### src/rtl/dag_pkg.sv
`timescale 1ns/1ps
package dag_pkg;
  typedef enum logic [1:0] {
    AM_PLAIN   = 2'd0,
    AM_PREDEC  = 2'd1,
    AM_POSTINC = 2'd2,
    AM_DISP    = 2'd3
  } amode_e;

  typedef enum logic [1:0] {
    PS_X   = 2'd0,
    PS_Y   = 2'd1,
    PS_Z   = 2'd2,
    PS_BAD = 2'd3
  } psel_e;
endpackage

### src/rtl/dag_ptr_bank.sv
`timescale 1ns/1ps
module dag_ptr_bank #(
  parameter int PTR_W    = 16,
  parameter int NPTR     = 3,
  parameter int REG_W    = 5,
  parameter int BASE_REG = 26
) (
  input  logic                       clk,
  input  logic                       rst_n,
  input  logic                       ld_en,
  input  logic [REG_W-1:0]           ld_reg,
  input  logic [7:0]                 ld_byte,
  input  logic                       upd_en,
  input  logic [1:0]                 upd_sel,
  input  logic [PTR_W-1:0]           upd_val,
  output logic [NPTR-1:0][PTR_W-1:0] ptrs_o
);
  localparam int BPP   = PTR_W / 8;
  localparam int NBYTE = BPP * NPTR;

  logic [7:0] byte_q [NBYTE];
  logic       ld_hit;
  int         ld_off;

  always_comb begin
    ld_off = int'(ld_reg) - BASE_REG;
    ld_hit = ld_en && (ld_off >= 0) && (ld_off < NBYTE);
  end

  for (genvar gb = 0; gb < NBYTE; gb++) begin : g_byte
    always_ff @(posedge clk or negedge rst_n) begin
      if (!rst_n) begin
        byte_q[gb] <= 8'h00;
      end else if (upd_en && (int'(upd_sel) == gb / BPP)) begin
        byte_q[gb] <= upd_val[(gb % BPP)*8 +: 8];
      end else if (ld_hit && (ld_off == gb)) begin
        byte_q[gb] <= ld_byte;
      end
    end
  end

  for (genvar gp = 0; gp < NPTR; gp++) begin : g_ptr
    for (genvar gk = 0; gk < BPP; gk++) begin : g_pack
      assign ptrs_o[gp][gk*8 +: 8] = byte_q[gp*BPP + gk];
    end
  end

  AST_PTRS_HOLD: assert property (@(posedge clk) disable iff (!rst_n)
    (!upd_en && !ld_hit) |=> $stable(ptrs_o));
endmodule

### src/rtl/dag_addr_calc.sv
`timescale 1ns/1ps
module dag_addr_calc
  import dag_pkg::*;
#(
  parameter int PTR_W  = 16,
  parameter int DISP_W = 6,
  parameter int NPTR   = 3
) (
  input  amode_e                     mode,
  input  logic [1:0]                 sel,
  input  logic [DISP_W-1:0]          disp,
  input  logic [NPTR-1:0][PTR_W-1:0] ptrs,
  output logic [PTR_W-1:0]           ea,
  output logic [PTR_W-1:0]           wb,
  output logic                       wb_en,
  output logic                       err
);
  function automatic logic [PTR_W-1:0] step_ptr(input logic [PTR_W-1:0] p, input logic up);
    return up ? p + PTR_W'(1) : p - PTR_W'(1);
  endfunction

  function automatic logic [PTR_W-1:0] add_disp(input logic [PTR_W-1:0] p,
                                                 input logic [DISP_W-1:0] q);
    return p + {{(PTR_W-DISP_W){1'b0}}, q};
  endfunction

  logic             sel_bad;
  logic             disp_x;
  logic [PTR_W-1:0] cur;

  always_comb begin
    sel_bad = (int'(sel) >= NPTR);
    disp_x  = (mode == AM_DISP) && (sel == PS_X);
    err     = sel_bad || disp_x;
    cur     = sel_bad ? '0 : ptrs[sel];
    ea      = cur;
    wb      = cur;
    wb_en   = 1'b0;
    if (err) begin
      ea = '0;
    end else begin
      unique case (mode)
        AM_PLAIN:   ;
        AM_PREDEC:  begin ea = step_ptr(cur, 1'b0); wb = ea; wb_en = 1'b1; end
        AM_POSTINC: begin wb = step_ptr(cur, 1'b1); wb_en = 1'b1; end
        AM_DISP:    ea = add_disp(cur, disp);
        default:    ;
      endcase
    end
  end
endmodule

### src/rtl/dag_top.sv
`timescale 1ns/1ps
module dag_top
  import dag_pkg::*;
#(
  parameter int PTR_W    = 16,
  parameter int DISP_W   = 6,
  parameter int REG_W    = 5,
  parameter int BASE_REG = 26
) (
  input  logic              clk,
  input  logic              rst_n,
  input  logic              start_i,
  input  logic [1:0]        mode_i,
  input  logic [1:0]        sel_i,
  input  logic [DISP_W-1:0] disp_i,
  input  logic              ld_en_i,
  input  logic [REG_W-1:0]  ld_reg_i,
  input  logic [7:0]        ld_byte_i,
  output logic              valid_o,
  output logic              err_o,
  output logic [PTR_W-1:0]  ea_o,
  output logic [PTR_W-1:0]  wb_o,
  output logic              wb_en_o,
  output logic [1:0]        wb_sel_o
);
  localparam int NPTR = 3;

  logic [NPTR-1:0][PTR_W-1:0] ptrs;
  logic [PTR_W-1:0]           c_ea, c_wb;
  logic                       c_wb_en, c_err;
  logic                       upd_fire;
  logic                       ld_allowed;

  assign upd_fire   = start_i && c_wb_en;
  assign ld_allowed = ld_en_i && !start_i;

  dag_ptr_bank #(
    .PTR_W(PTR_W), .NPTR(NPTR), .REG_W(REG_W), .BASE_REG(BASE_REG)
  ) i_bank (
    .clk(clk), .rst_n(rst_n),
    .ld_en(ld_allowed), .ld_reg(ld_reg_i), .ld_byte(ld_byte_i),
    .upd_en(upd_fire), .upd_sel(sel_i), .upd_val(c_wb),
    .ptrs_o(ptrs)
  );

  dag_addr_calc #(
    .PTR_W(PTR_W), .DISP_W(DISP_W), .NPTR(NPTR)
  ) i_calc (
    .mode(amode_e'(mode_i)), .sel(sel_i), .disp(disp_i), .ptrs(ptrs),
    .ea(c_ea), .wb(c_wb), .wb_en(c_wb_en), .err(c_err)
  );

  always_ff @(posedge clk or negedge rst_n) begin
    if (!rst_n) begin
      valid_o  <= 1'b0;
      err_o    <= 1'b0;
      ea_o     <= '0;
      wb_o     <= '0;
      wb_en_o  <= 1'b0;
      wb_sel_o <= 2'd0;
    end else if (start_i) begin
      valid_o  <= 1'b1;
      err_o    <= c_err;
      ea_o     <= c_ea;
      wb_o     <= c_wb;
      wb_en_o  <= c_wb_en;
      wb_sel_o <= sel_i;
    end else begin
      valid_o  <= 1'b0;
      err_o    <= 1'b0;
      wb_en_o  <= 1'b0;
    end
  end

  AST_VALID_AFTER_START: assert property (@(posedge clk) disable iff (!rst_n)
    start_i |=> valid_o);
  AST_NO_SPURIOUS_VALID: assert property (@(posedge clk) disable iff (!rst_n)
    !start_i |=> !valid_o);
  AST_PREDEC_SAME: assert property (@(posedge clk) disable iff (!rst_n)
    (valid_o && !err_o && $past(mode_i) == AM_PREDEC) |-> (wb_o == ea_o && wb_en_o));
  AST_POSTINC_STEP: assert property (@(posedge clk) disable iff (!rst_n)
    (valid_o && !err_o && $past(mode_i) == AM_POSTINC) |-> (wb_o == PTR_W'(ea_o + 1'b1)));
  AST_ERR_NO_WB: assert property (@(posedge clk) disable iff (!rst_n)
    err_o |-> (valid_o && !wb_en_o));
  AST_DISP_NOT_X: assert property (@(posedge clk) disable iff (!rst_n)
    (valid_o && !err_o && $past(mode_i) == AM_DISP) |-> ($past(sel_i) != PS_X && !wb_en_o));
endmodule

### config.mk
export PLATFORM = sky130hd
export DESIGN_NAME = dag_top
export DESIGN_NICKNAME = d
export VERILOG_FILES = /design/src/rtl/dag_pkg.sv /design/src/rtl/dag_ptr_bank.sv /design/src/rtl/dag_addr_calc.sv /design/src/rtl/dag_top.sv
export SDC_FILE = /design/constraint.sdc
export NUM_CORES = 1
export LEC_CHECK = 0
export BUFFER_PORTS_ARGS = -buffer_cell sky130_fd_sc_hd__buf_2
export CORE_MARGIN = 3
export CORE_UTILIZATION = 35
export DETAILED_ROUTE_END_ITERATION = 8
export GPL_ROUTABILITY_DRIVEN = 0
export SYNTH_ARGS = -nofsm -noshare
export SYNTH_HDL_FRONTEND = slang
export SYNTH_SLANG_ARGS = --single-unit
export TNS_END_PERCENT = 30
### constraint.sdc
create_clock -name clk -period 3.25 [get_ports clk]
set_clock_uncertainty 0.2 [all_clocks]
set_input_delay 0.8125 -clock clk [delete_from_list [all_inputs] [get_ports clk]]
set_output_delay 0.8125 -clock clk [all_outputs]
set_load 0.02 [all_outputs]
==> results of run 1 <==
-- registers in the layout (all words and copies together) (netlist names) --
signal and cells:
err_o 1, i_bank.ptrs_o 48, wb_o 16, wb_en_o 1
wb_sel_o 2, ea_o 16, valid_o 1
-- kinds of logic after synthesis --
family | Yosys count | synth area share
and+or+nand+nor | 196 | 0.175
DFF | 85 | 0.359
muxes | 64 | 0.115
AOI/OAI and AO/OA | 206 | 0.255
adders and majority gates | 13 | 0.0283
buffers and inverters | 62 | 0.0462
xor gates and xnor gates | 15 | 0.0222
-- power by group through the flow --
stage / clock network (mW) / logic (mW) / registers [mW]
after floorplan: 0 / 1.34 / 1.64
after global placement: 0 / 2.42 / 1.55
after detailed placement: 0 / 2.49 / 1.56
after CTS: 1.13 / 2.52 / 1.55
after global routing: 1.18 / 2.78 / 1.60
final: 1.12 / 2.57 / 1.56
-- routing by layer --
| metal | track usage | vias to the layer above | wire length, um |
|---|---|---|---|
| li1 | - | 2782 | - |
| met1 | 0.306 | 2996 | 8840 |
| met2 | 0.361 | 218 | 9780 |
| met3 | 0.0455 | 37 | 1300 |
| met4 | 0.0829 | 0 | 512 |
| met5 | 0 | - | 0 |
-- synthesized netlist by cell type, types with 5 or more instances --
master     number
a211oi_1       32
a21oi_1        56
a221oi_1       10
a222oi_1        6
a22oi_1         5
a31oi_1         9
and2_1          6
and3_1          8
clkbuf_1       35
dfrtp_1        85
ha_1           11
inv_1          11
mux2_2         10
mux2i_1        48
nand2_1        39
nand3_1        18
nand4_1        11
nor2_1         52
nor2b_1        31
nor3_1         10
nor4_1          6
o21ai_0        27
o21ai_1         5
o2bb2ai_1      13
xnor2_1        10
xor2_1          5
-- worst reg2reg max path, stage by stage (launching register included) --
cell	delay, ns
dfrtp_1	0.40
mux2i_2	0.17
a2bb2oi_2	0.21
buf_4	0.14
inv_2	0.05
ha_4	0.16
a21o_1	0.17
maj3_2	0.33
o311a_4	0.39
a32o_1	0.23
a41o_1	0.20
a221o_1	0.25
-- layout make-up --
class                   count  area (um2)
fillers                  1520        8190
multi-input cells         494        3700
flip-flops and latches     85        2130
repair buffers            216        1570
well taps                 216         270
clock buffers              11         253
clock inverters             5        63.8
inverters                  14        55.1
-- stage by stage --
stage	setup slack [ns]	util	hold slack [ns]	cell area, um2
finish	-0.0158	0.495	0.238	8040
global route	-0.122	0.495	0.280	8040
CTS	0.00153	0.489	0.255	7940
detailed placement	-0.466	0.467	0.274	7580
global placement	-0.402	0.467	0.271	7580
floorplan	-0.414	-	0.302	6020
-- cells in the final DEF, fill, tap and decap left out, types with 9 or more instances in the layout --
cell type and count:
a221oi_1 9, o2bb2ai_1 13, nor3_1 10, nor2_1 52, xnor2_1 10, dfrtp_1 85, nor2b_1 30, buf_2 61
a31oi_1 9, mux2i_1 44, inv_1 9, nand2_1 39, buf_4 145, a21oi_1 55, nand3_1 17, a211oi_1 32
mux2_2 9, clkbuf_16 9, o21ai_0 27, nand4_1 11
-- worst paths after layout --
| check | startpoint | to | slack, ns |
|---|---|---|---|
| worst max-delay path | sel_i[0] | i_bank.ptrs_o[46]$_DFFE_PN0P_ | -0.02 |
| worst min-delay path | rst_n | i_bank.ptrs_o[44]$_DFFE_PN0P_ | 0.24 |
| worst max register to register | i_bank.ptrs_o[0]$_DFFE_PN0P_ | ea_o[15]$_DFFE_PN0P_ | 0.24 |
| worst min register to register | ea_o[2]$_DFFE_PN0P_ | ea_o[2]$_DFFE_PN0P_ | 0.28 |
| max in group asynchronous | rst_n | ea_o[0]$_DFFE_PN0P_ | 1.95 |
| min in group clk | ea_o[2]$_DFFE_PN0P_ | ea_o[2]$_DFFE_PN0P_ | 0.28 |
-- timing repair --
item,in CTS,in global routing
pin swaps,3,7
gates cloned,0,0
resized for setup,7,17
setup endpoints to repair,26,44
buffers inserted,2,2
==> results.json, run 1 <==
{
  "io_pins": 64,
  "hold_class": "input port to asynchronous set/reset pin",
  "clkSinkCount": 85,
  "area_delta_synth_final_pct": 35.6,
  "yosys_warnings": 0,
  "grt_first_pass_wirelength_um": 32500,
  "vias": 6033,
  "syn_area_per_cell_um2": 9.25,
  "row_count": 46,
  "port_buffers": 63,
  "hold_viol": 0,
  "power_frac_comb": 0.489,
  "die_w_um": 136,
  "initial_core_util": 0.365,
  "p_leak_nw": 3.57,
  "yosysSeqAreaShare": 0.359,
  "clk_latency_ns": 0.36,
  "yosysUniqueCellTypes": 72,
  "clock-root-buffer": "clkbuf_16",
  "cts_made_buffers": 9,
  "syn_area_um2": 5930,
  "syn_inst": 641,
  "fmax_mhz": 306,
  "slew_violations": 0,
  "p_int_mw": 3.22,
  "synth.top_cell.area_share": 0.359,
  "fin_crit_ns": 3.27,
  "grt_max_degree": 46,
  "rsz0062_at_grt": "true",
  "viasPerCell": 5.80,
  "period_share": 1.00,
  "slew-limit-headroom": 0.457,
  "core_um2": 16200,
  "cp-start-kind": "input port",
  "vdd_ir_drop_max_mv": 0.502,
  "firstDrtPassIters": 5,
  "die_height_um": 136,
  "antenna_cells": 0,
  "drc": 0,
  "path_depth": 13,
  "grt_pass1_vias": 5988,
  "status": "complete, but fails checks",
  "final_antenna_net_count": 0,
  "cp_top_family": "buffers and inverters",
  "maxCapViolCount": 0,
  "htree_num_levels": 3,
  "tritoncts": "done",
  "avgRoutedWirePerCell_um": 19.6,
  "power.total_mw": 5.24,
  "crit_path_max_incr_delay_ns": 0.41,
  "critPathMaxFanout": 4,
  "crit_path_frequent_cell": "buf_4",
  "gr-usage-all-layers": 0.227,
  "ys.flop_type": "dfrtp_1",
  "cp_slowest_cell": "nor4_2",
  "synth_top_cell_by_area": "dfrtp_1",
  "swShare": 0.386,
  "synth-seq-cells": 85,
  "crit_chain": "buf_2, buf_4, a2bb2oi_2, inv_2, buf_4, ha_1, o211ai_1, nor4_2, buf_4, nand4_1, mux2_2, a22oi_2, mux2i_1",
  "grt_overflow_total": 0,
  "nets": 859,
  "p_clk_frac": 0.213,
  "cp_data_arrival_time_ns": 3.29,
  "wirelength_um": 20400,
  "crit_type": "input port to flop",
  "setup_tns_ns": -0.0214,
  "synth_area_leaders": "dfrtp_1, mux2i_1, a21oi_1, a211oi_1, nor2_1",
  "syn_nets": 680,
  "hpwl_um": 15500,
  "die_area_um2": 18500,
  "synthArstFlopShare": 1.00,
  "violations": "negative setup slack",
  "worst-path-buf-inv": 5,
  "cp.required_ns": 3.28,
  "synth_edf_count": 0,
  "layout.cells.non_filler": 1041,
  "worst_pin_slew_ns": 0.814,
  "clkSlewWorstSetupHoldPaths_ns": 0.07,
  "postCtsHoldBufs": 0,
  "antenna_found_initial": 0,
  "powerDensity_nw_per_um2": 652,
  "setup_violations": 2,
  "p_switching_mw": 2.02,
  "drt_iter0_drc": 448,
  "place_inst": 1021,
  "layout-drive-gt1-share": 0.350,
  "fin_ws_ns": -0.0158,
  "power_frac_seq": 0.298,
  "clock_path_buffers": 2,
  "crit_path_end_kind": "flop",
  "reg2regPathDepth": 11
}
Note: power is estimated with default switching activity, not from simulation.
==> run 2: changes to the inputs <==
- SYNTH_HIERARCHICAL: not set -> 1
==> run 2 against run 1 <==
  * The run still ends with negative setup slack left
  * Global-route usage down 3.2 points
  * Clock-buffer cell count down 1
  * Wire length down 6.0%
  * Final cell count down 1.6%
  * Synthesized cell count down 1.6%
  * Flip-flop and latch count unchanged
  * Critical endpoint is now ea_o[12]$_DFFE_PN0P_
==> results.json, run 2 <==
{
  "grt.met2_usage": 0.305,
  "synth.top_cell.area_share": 0.345,
  "synth_area_leaders": "dfrtp_1, mux2i_1, mux2_4, a21oi_1, nor2_1",
  "hold_viol": 0,
  "firstDrtPassIters": 7,
  "grt_use_met3": 0.0362,
  "grt_pass1_vias": 5643,
  "status": "complete, but fails checks",
  "pre_cts_ws_ns": -0.662,
  "clkSlewWorstSetupHoldPaths_ns": 0.07,
  "area_delta_synth_final_pct": 33.1,
  "yosysMostFrequentCell": "dfrtp_1",
  "clk_latency_ns": 0.36,
  "worst_pin_slew_ns": 0.657,
  "clkSinkCount": 85,
  "critPathMaxFanout": 6,
  "cp.required_ns": 3.29,
  "syn_inst": 631,
  "vias": 5622,
  "crit_path_end_kind": "flop",
  "slew-limit-headroom": 0.557,
  "clock_path_buffers": 2,
  "wirelength_um": 19200,
  "viasPerCell": 5.49,
  "tritoncts": "done",
  "syn_nets": 670,
  "initial_core_util": 0.365,
  "maxCapViolCount": 0,
  "cp_data_arrival_time_ns": 3.51,
  "avgRoutedWirePerCell_um": 18.8,
  "ys.flop_type": "dfrtp_1",
  "top_usage_layer": "met2",
  "setup_tns_ns": -2.58,
  "hpwl_um": 13900,
  "worstReg2RegStart": "i_bank/ptrs_o[32]$_DFFE_PN0P_",
  "power.total_mw": 5.45,
  "synth-seq-cells": 85,
  "met1_usage": 0.270,
  "antenna_cells": 0,
  "slew_violations": 0,
  "die_height_um": 139,
  "yosys_warnings": 6,
  "final_antenna_net_count": 0,
  "gr-usage-all-layers": 0.195,
  "grt_overflow_total": 0,
  "largest_reg_flops": 48,
  "syn_area_per_cell_um2": 9.76,
  "cts_made_buffers": 9,
  "yosysUniqueCellTypes": 77,
  "core_um2": 16900,
  "fin_ws_ns": -0.227,
  "r2r_end": "ea_o[12]$_DFFE_PN0P_",
  "synth_edf_count": 0,
  "die_area_um2": 19200,
  "drc": 0,
  "port_buffers": 63,
  "hold_class": "input port to asynchronous set/reset pin",
  "die_w_um": 139,
  "vdd_ir_drop_max_mv": 0.317,
  "violations": "negative setup slack",
  "crit_type": "input port to flop",
  "grt_first_pass_wirelength_um": 30500,
  "most-common-layout-cells": "buf_4, dfrtp_1, nor2_1",
  "synth_top_cell_by_area": "dfrtp_1",
  "fillers": 1556,
  "final_common_cell": "buf_4",
  "row_count": 47,
  "rsz0062_at_grt": "true",
  "layout-drive-gt1-share": 0.402,
  "syn_area_um2": 6160,
  "htree_num_levels": 3,
  "grt_max_degree": 49,
  "p_leak_nw": 4.01,
  "powerDensity_nw_per_um2": 665,
  "drt_iter0_drc": 442,
  "antenna_found_initial": 2,
  "reg2reg_setup_slack_ns": -0.02,
  "reg2regPathDepth": 14,
  "fin_crit_ns": 3.48,
  "io_pins": 64,
  "setup_violations": 25,
  "yosys-top-cells-count": "dfrtp_1, nor2_1, mux2i_1",
  "nets": 838,
  "clock-root-buffer": "clkbuf_16",
  "postCtsHoldBufs": 0,
  "cp-start-kind": "input port",
  "fmax_mhz": 288,
  "yosysSeqAreaShare": 0.345,
  "period_share": 1.07,
  "synthArstFlopShare": 1.00
}
[run 2: cell count changes in the layout (fill, tap and decap cells not counted), moves of 9 or more]
cell | before | now
a211oi_1 | 32 | 1
a21oi_1 | 55 | 70
buf_4 | 145 | 122
mux2_4 | 1 | 31
mux2i_1 | 44 | 73
nand2_1 | 39 | 27
nor2_1 | 52 | 76
nor2b_1 | 30 | 5
o21ai_0 | 27 | 13
o2bb2ai_1 | 13 | 4
[run 2: what timing repair did]
action / CTS / global route
resized for setup: 18 / 43
buffers inserted: 9 / 10
endpoints found under the setup margin: 36 / 46
pin swaps: 23 / 30
[run 2: critical path, stage by stage]
cell and delay, ns:
buf_12 0.10, mux2i_1 0.22, nor2_1 0.10, a21oi_4 0.17
inv_2 0.08, ha_4 0.17, fa_2 0.38, a21oi_4 0.21
nand2_2 0.11, a31oi_4 0.28, nor3_2 0.07, xor2_1 0.14
a222oi_1 0.31, nor2_1 0.09, mux2_4 0.26
[run 2: cells by family after synthesis]
group                      share of synthesized area
AOI/OAI and AO/OA                              0.188
DFF                                            0.345
muxes                                          0.209
buffers and inverters                         0.0510
and+or+nand+nor                                0.157
xor gates and xnor gates                      0.0219
adders and majority gates                     0.0272
[run 2: worst max path at each step]
stage | startpoint | endpoint | slack, ns | cells past startpoint
floorplan | sel_i[1] | ea_o[12]$_DFFE_PN0P_ | -0.34 | 15
global placement | sel_i[1] | i_bank/ptrs_o[42]$_DFFE_PN0P_ | -0.62 | 16
detailed placement | sel_i[1] | i_bank/ptrs_o[42]$_DFFE_PN0P_ | -0.66 | 16
CTS | sel_i[1] | ea_o[14]$_DFFE_PN0P_ | -0.11 | 16
global route | sel_i[1] | ea_o[14]$_DFFE_PN0P_ | -0.33 | 16
finish | sel_i[1] | ea_o[12]$_DFFE_PN0P_ | -0.23 | 15
[run 2: report_power, final]
| group | internal [mW] | total, mW | leakage [nW] | switching, mW |
|---|---|---|---|---|
| registers | 1.41 | 1.64 | 1.05 | 0.231 |
| clock network | 0.543 | 1.01 | 0.139 | 0.467 |
| logic | 1.36 | 2.80 | 2.82 | 1.44 |
| total | 3.31 | 5.45 | 4.01 | 2.14 |
[run 2: final cells by class]
class | count | area, um2 | area share
Inverter | 14 | 60.1 | 0.00733
Sequential cell | 85 | 2130 | 0.260
Timing Repair Buffer | 198 | 1430 | 0.174
Clock inverter | 6 | 43.8 | 0.00534
Tap cell | 220 | 275 | 0.0336
Clock buffer | 10 | 239 | 0.0292
Multi-Input combinational cell | 491 | 4020 | 0.491
[run 2: through the flow]
stage | hold WS [ns] | utilization | area [um2] | cells
2_1_floorplan | 0.317 | - | 6280 | 631
3_3_place_gp | 0.289 | 0.444 | 7490 | 990
3_5_place_dp | 0.290 | 0.444 | 7490 | 990
4_1_cts | 0.232 | 0.469 | 7920 | 1015
5_1_grt | 0.249 | 0.486 | 8200 | 1024
6_report | 0.218 | 0.486 | 8200 | 1024
[run 2: per-layer routing]
layer,vias to the layer above,share of wire
met3,39,0.052
li1,2660,-
met1,2747,0.46
met4,4,0.024
met5,-,0.0013
met2,172,0.46
==> run 3: changes to the inputs <==
- CELL_PAD_IN_SITES_DETAIL_PLACEMENT: not set -> 1
- CELL_PAD_IN_SITES_GLOBAL_PLACEMENT: not set -> 1
- PLACE_DENSITY_LB_ADDON: not set -> 0.1
==> run 3 against run 2 <==
  * The run still ends with negative setup slack left
  * Via count rose by 0.27%
  * Clock power rose by 7%
  * Critical endpoint unchanged
  * Hold slack got worse by 0.015 ns
  * Maximum frequency fell by 0.21%
  * Sequential share of layout area fell by 0.95 points
  * Register-to-register slack got worse by 0.02 ns
  * Setup slack got worse by 0.0073 ns
  * Die area did not move
  * Flip-flop and latch count did not move
==> results.json, run 3 (same netlist as run 2, synthesis figures left out) <==
{
  "vias": 5637,
  "htree_num_levels": 3,
  "grt_pass1_vias": 5857,
  "seq_area_um2": 2130,
  "antenna_found_initial": 0,
  "largest_reg_flops": 48,
  "hold_viol": 0,
  "crit_path_frequent_cell": "nor2_1",
  "viasPerCell": 5.47,
  "nets": 844,
  "firstDrtPassIters": 6,
  "cp_slowest_cell": "fa_2",
  "vdd_ir_drop_max_mv": 0.269,
  "die_height_um": 139,
  "cp-start-kind": "input port",
  "worstReg2RegStart": "i_bank/ptrs_o[32]$_DFFE_PN0P_",
  "grt_max_degree": 55,
  "drt_iter0_drc": 249,
  "cts_made_buffers": 9,
  "finish.utilization": 0.504,
  "cp.required_ns": 3.29,
  "rsz0062_at_grt": "true",
  "fmax_mhz": 287,
  "worst-path-buf-inv": 2,
  "clock_path_buffers": 2,
  "fin_crit_ns": 3.48,
  "status": "complete, but fails checks",
  "clkSlewWorstSetupHoldPaths_ns": 0.07,
  "multiInputGateArea_um2": 4210,
  "die_w_um": 139,
  "violations": "negative setup slack",
  "place_inst": 982,
  "final_antenna_net_count": 0,
  "avgRoutedWirePerCell_um": 21.2,
  "io_pins": 64,
  "crit_path_end_kind": "flop",
  "crit_type": "input port to flop",
  "drc": 0,
  "period_share": 1.07,
  "critPathMaxFanout": 4,
  "cp_data_arrival_time_ns": 3.52,
  "layout-drive-gt1-share": 0.430,
  "final_common_cell": "buf_4",
  "p_leak_nw": 4.09,
  "row_count": 47,
  "wirelength_um": 21900,
  "gr-usage-all-layers": 0.221,
  "port_buffers": 63,
  "antenna_cells": 0,
  "fin_ws_ns": -0.235,
  "reg2regPathDepth": 14,
  "hold_class": "input port to asynchronous set/reset pin",
  "slew-limit-headroom": 0.566,
  "slew_violations": 0,
  "fillers": 1849,
  "crit_chain": "buf_8, mux2i_2, nor2_1, a21oi_2, inv_2, ha_4, fa_2, a21oi_4, o221ai_4, a31oi_4, nor3_2, xor2_1, a222oi_1, nor2_1, mux2_4",
  "area_delta_synth_final_pct": 38.2,
  "die_area_um2": 19200,
  "reg2reg_setup_slack_ns": -0.04,
  "tritoncts": "done",
  "grt_first_pass_wirelength_um": 33800,
  "most-common-layout-cells": "buf_4, dfrtp_1, nor2_1",
  "layout.cells.non_filler": 1030,
  "maxCapViolCount": 0,
  "initial_core_util": 0.365,
  "crit_path_max_incr_delay_ns": 0.37,
  "clkSinkCount": 85,
  "worst_pin_slew_ns": 0.651,
  "grt_overflow_total": 0,
  "powerDensity_nw_per_um2": 674,
  "clk_latency_ns": 0.35,
  "r2r_end": "ea_o[12]$_DFFE_PN0P_",
  "hpwl_um": 15500,
  "cp_top_family": "compound AO/OA/AOI/OAI gates",
  "core_um2": 16900,
  "clock-root-buffer": "clkbuf_16",
  "setup_violations": 15
}
run 3: cell types whose count changed in the layout (fill, tap and decap cells not counted), moves of 3 or more:
cell | before | now
mux2i_1 | 73 | 63
mux2i_2 | 2 | 7
mux2i_4 | 2 | 7
buf_12 | 5 | 9
buf_6 | 9 | 13
a21oi_2 | 2 | 5
o2bb2ai_4 | 3 | 6
run 3: how the worst max path moves through the flow:
stage                     depth (start not counted)     start              endpoint  slack (ns)
after floorplan                                  15  sel_i[1]  ea_o[12]$_DFFE_PN0P_       -0.34
after global placement                           15  sel_i[1]  ea_o[12]$_DFFE_PN0P_       -0.53
after detailed placement                         15  sel_i[1]  ea_o[12]$_DFFE_PN0P_       -0.64
after CTS                                        15  sel_i[1]  ea_o[12]$_DFFE_PN0P_       -0.18
after global routing                             16  sel_i[1]  ea_o[14]$_DFFE_PN0P_       -0.35
final                                            15  sel_i[1]  ea_o[12]$_DFFE_PN0P_       -0.23
run 3: area by class of cell:
class / count / share of cell area
clock buffer: 11 / 0.0274
clock inverter: 5 / 0.00706
inverter: 14 / 0.00676
multi-input combinational: 491 / 0.495
sequential: 85 / 0.250
tap: 220 / 0.0324
timing repair buffer: 204 / 0.182
run 3: what timing repair did:
action / 4_1_cts / 5_1_grt
buffers inserted: 15 / 21
setup endpoints to repair: 33 / 56
hold buffers: 0 / 0
pin swaps: 20 / 42
resized for setup: 27 / 75
run 3: power breakdown:
group / switching [mW] / internal (mW) / total (mW) / leakage, nW
logic: 1.52 / 1.44 / 2.96 / 2.90
registers: 0.282 / 1.41 / 1.69 / 1.05
clock network: 0.475 / 0.600 / 1.08 / 0.140
total: 2.28 / 3.46 / 5.73 / 4.09
run 3: stage by stage:
stage	cell area (um2)	setup TNS, ns	hold slack [ns]	setup WS (ns)	total power, mW
3_5_place_dp	7470	-24.21	0.287	-0.641	4.21
5_1_grt	8510	-5.92	0.243	-0.355	6.10
2_1_floorplan	6280	-5.34	0.317	-0.339	3.18
6_report	8510	-2.21	0.202	-0.235	5.73
4_1_cts	8000	-0.705	0.217	-0.181	5.45
3_3_place_gp	7470	-18.89	0.288	-0.534	4.11
run 3: per-layer routing:
| layer | global-route usage | share of wire | vias up |
|---|---|---|---|
| met3 | 0.0276 | 0.031 | 23 |
| met1 | 0.319 | 0.48 | 2832 |
| met5 | 0 | 0 | - |
| met2 | 0.349 | 0.48 | 114 |
| li1 | - | - | 2668 |
| met4 | 0.0623 | 0.015 | 0 |
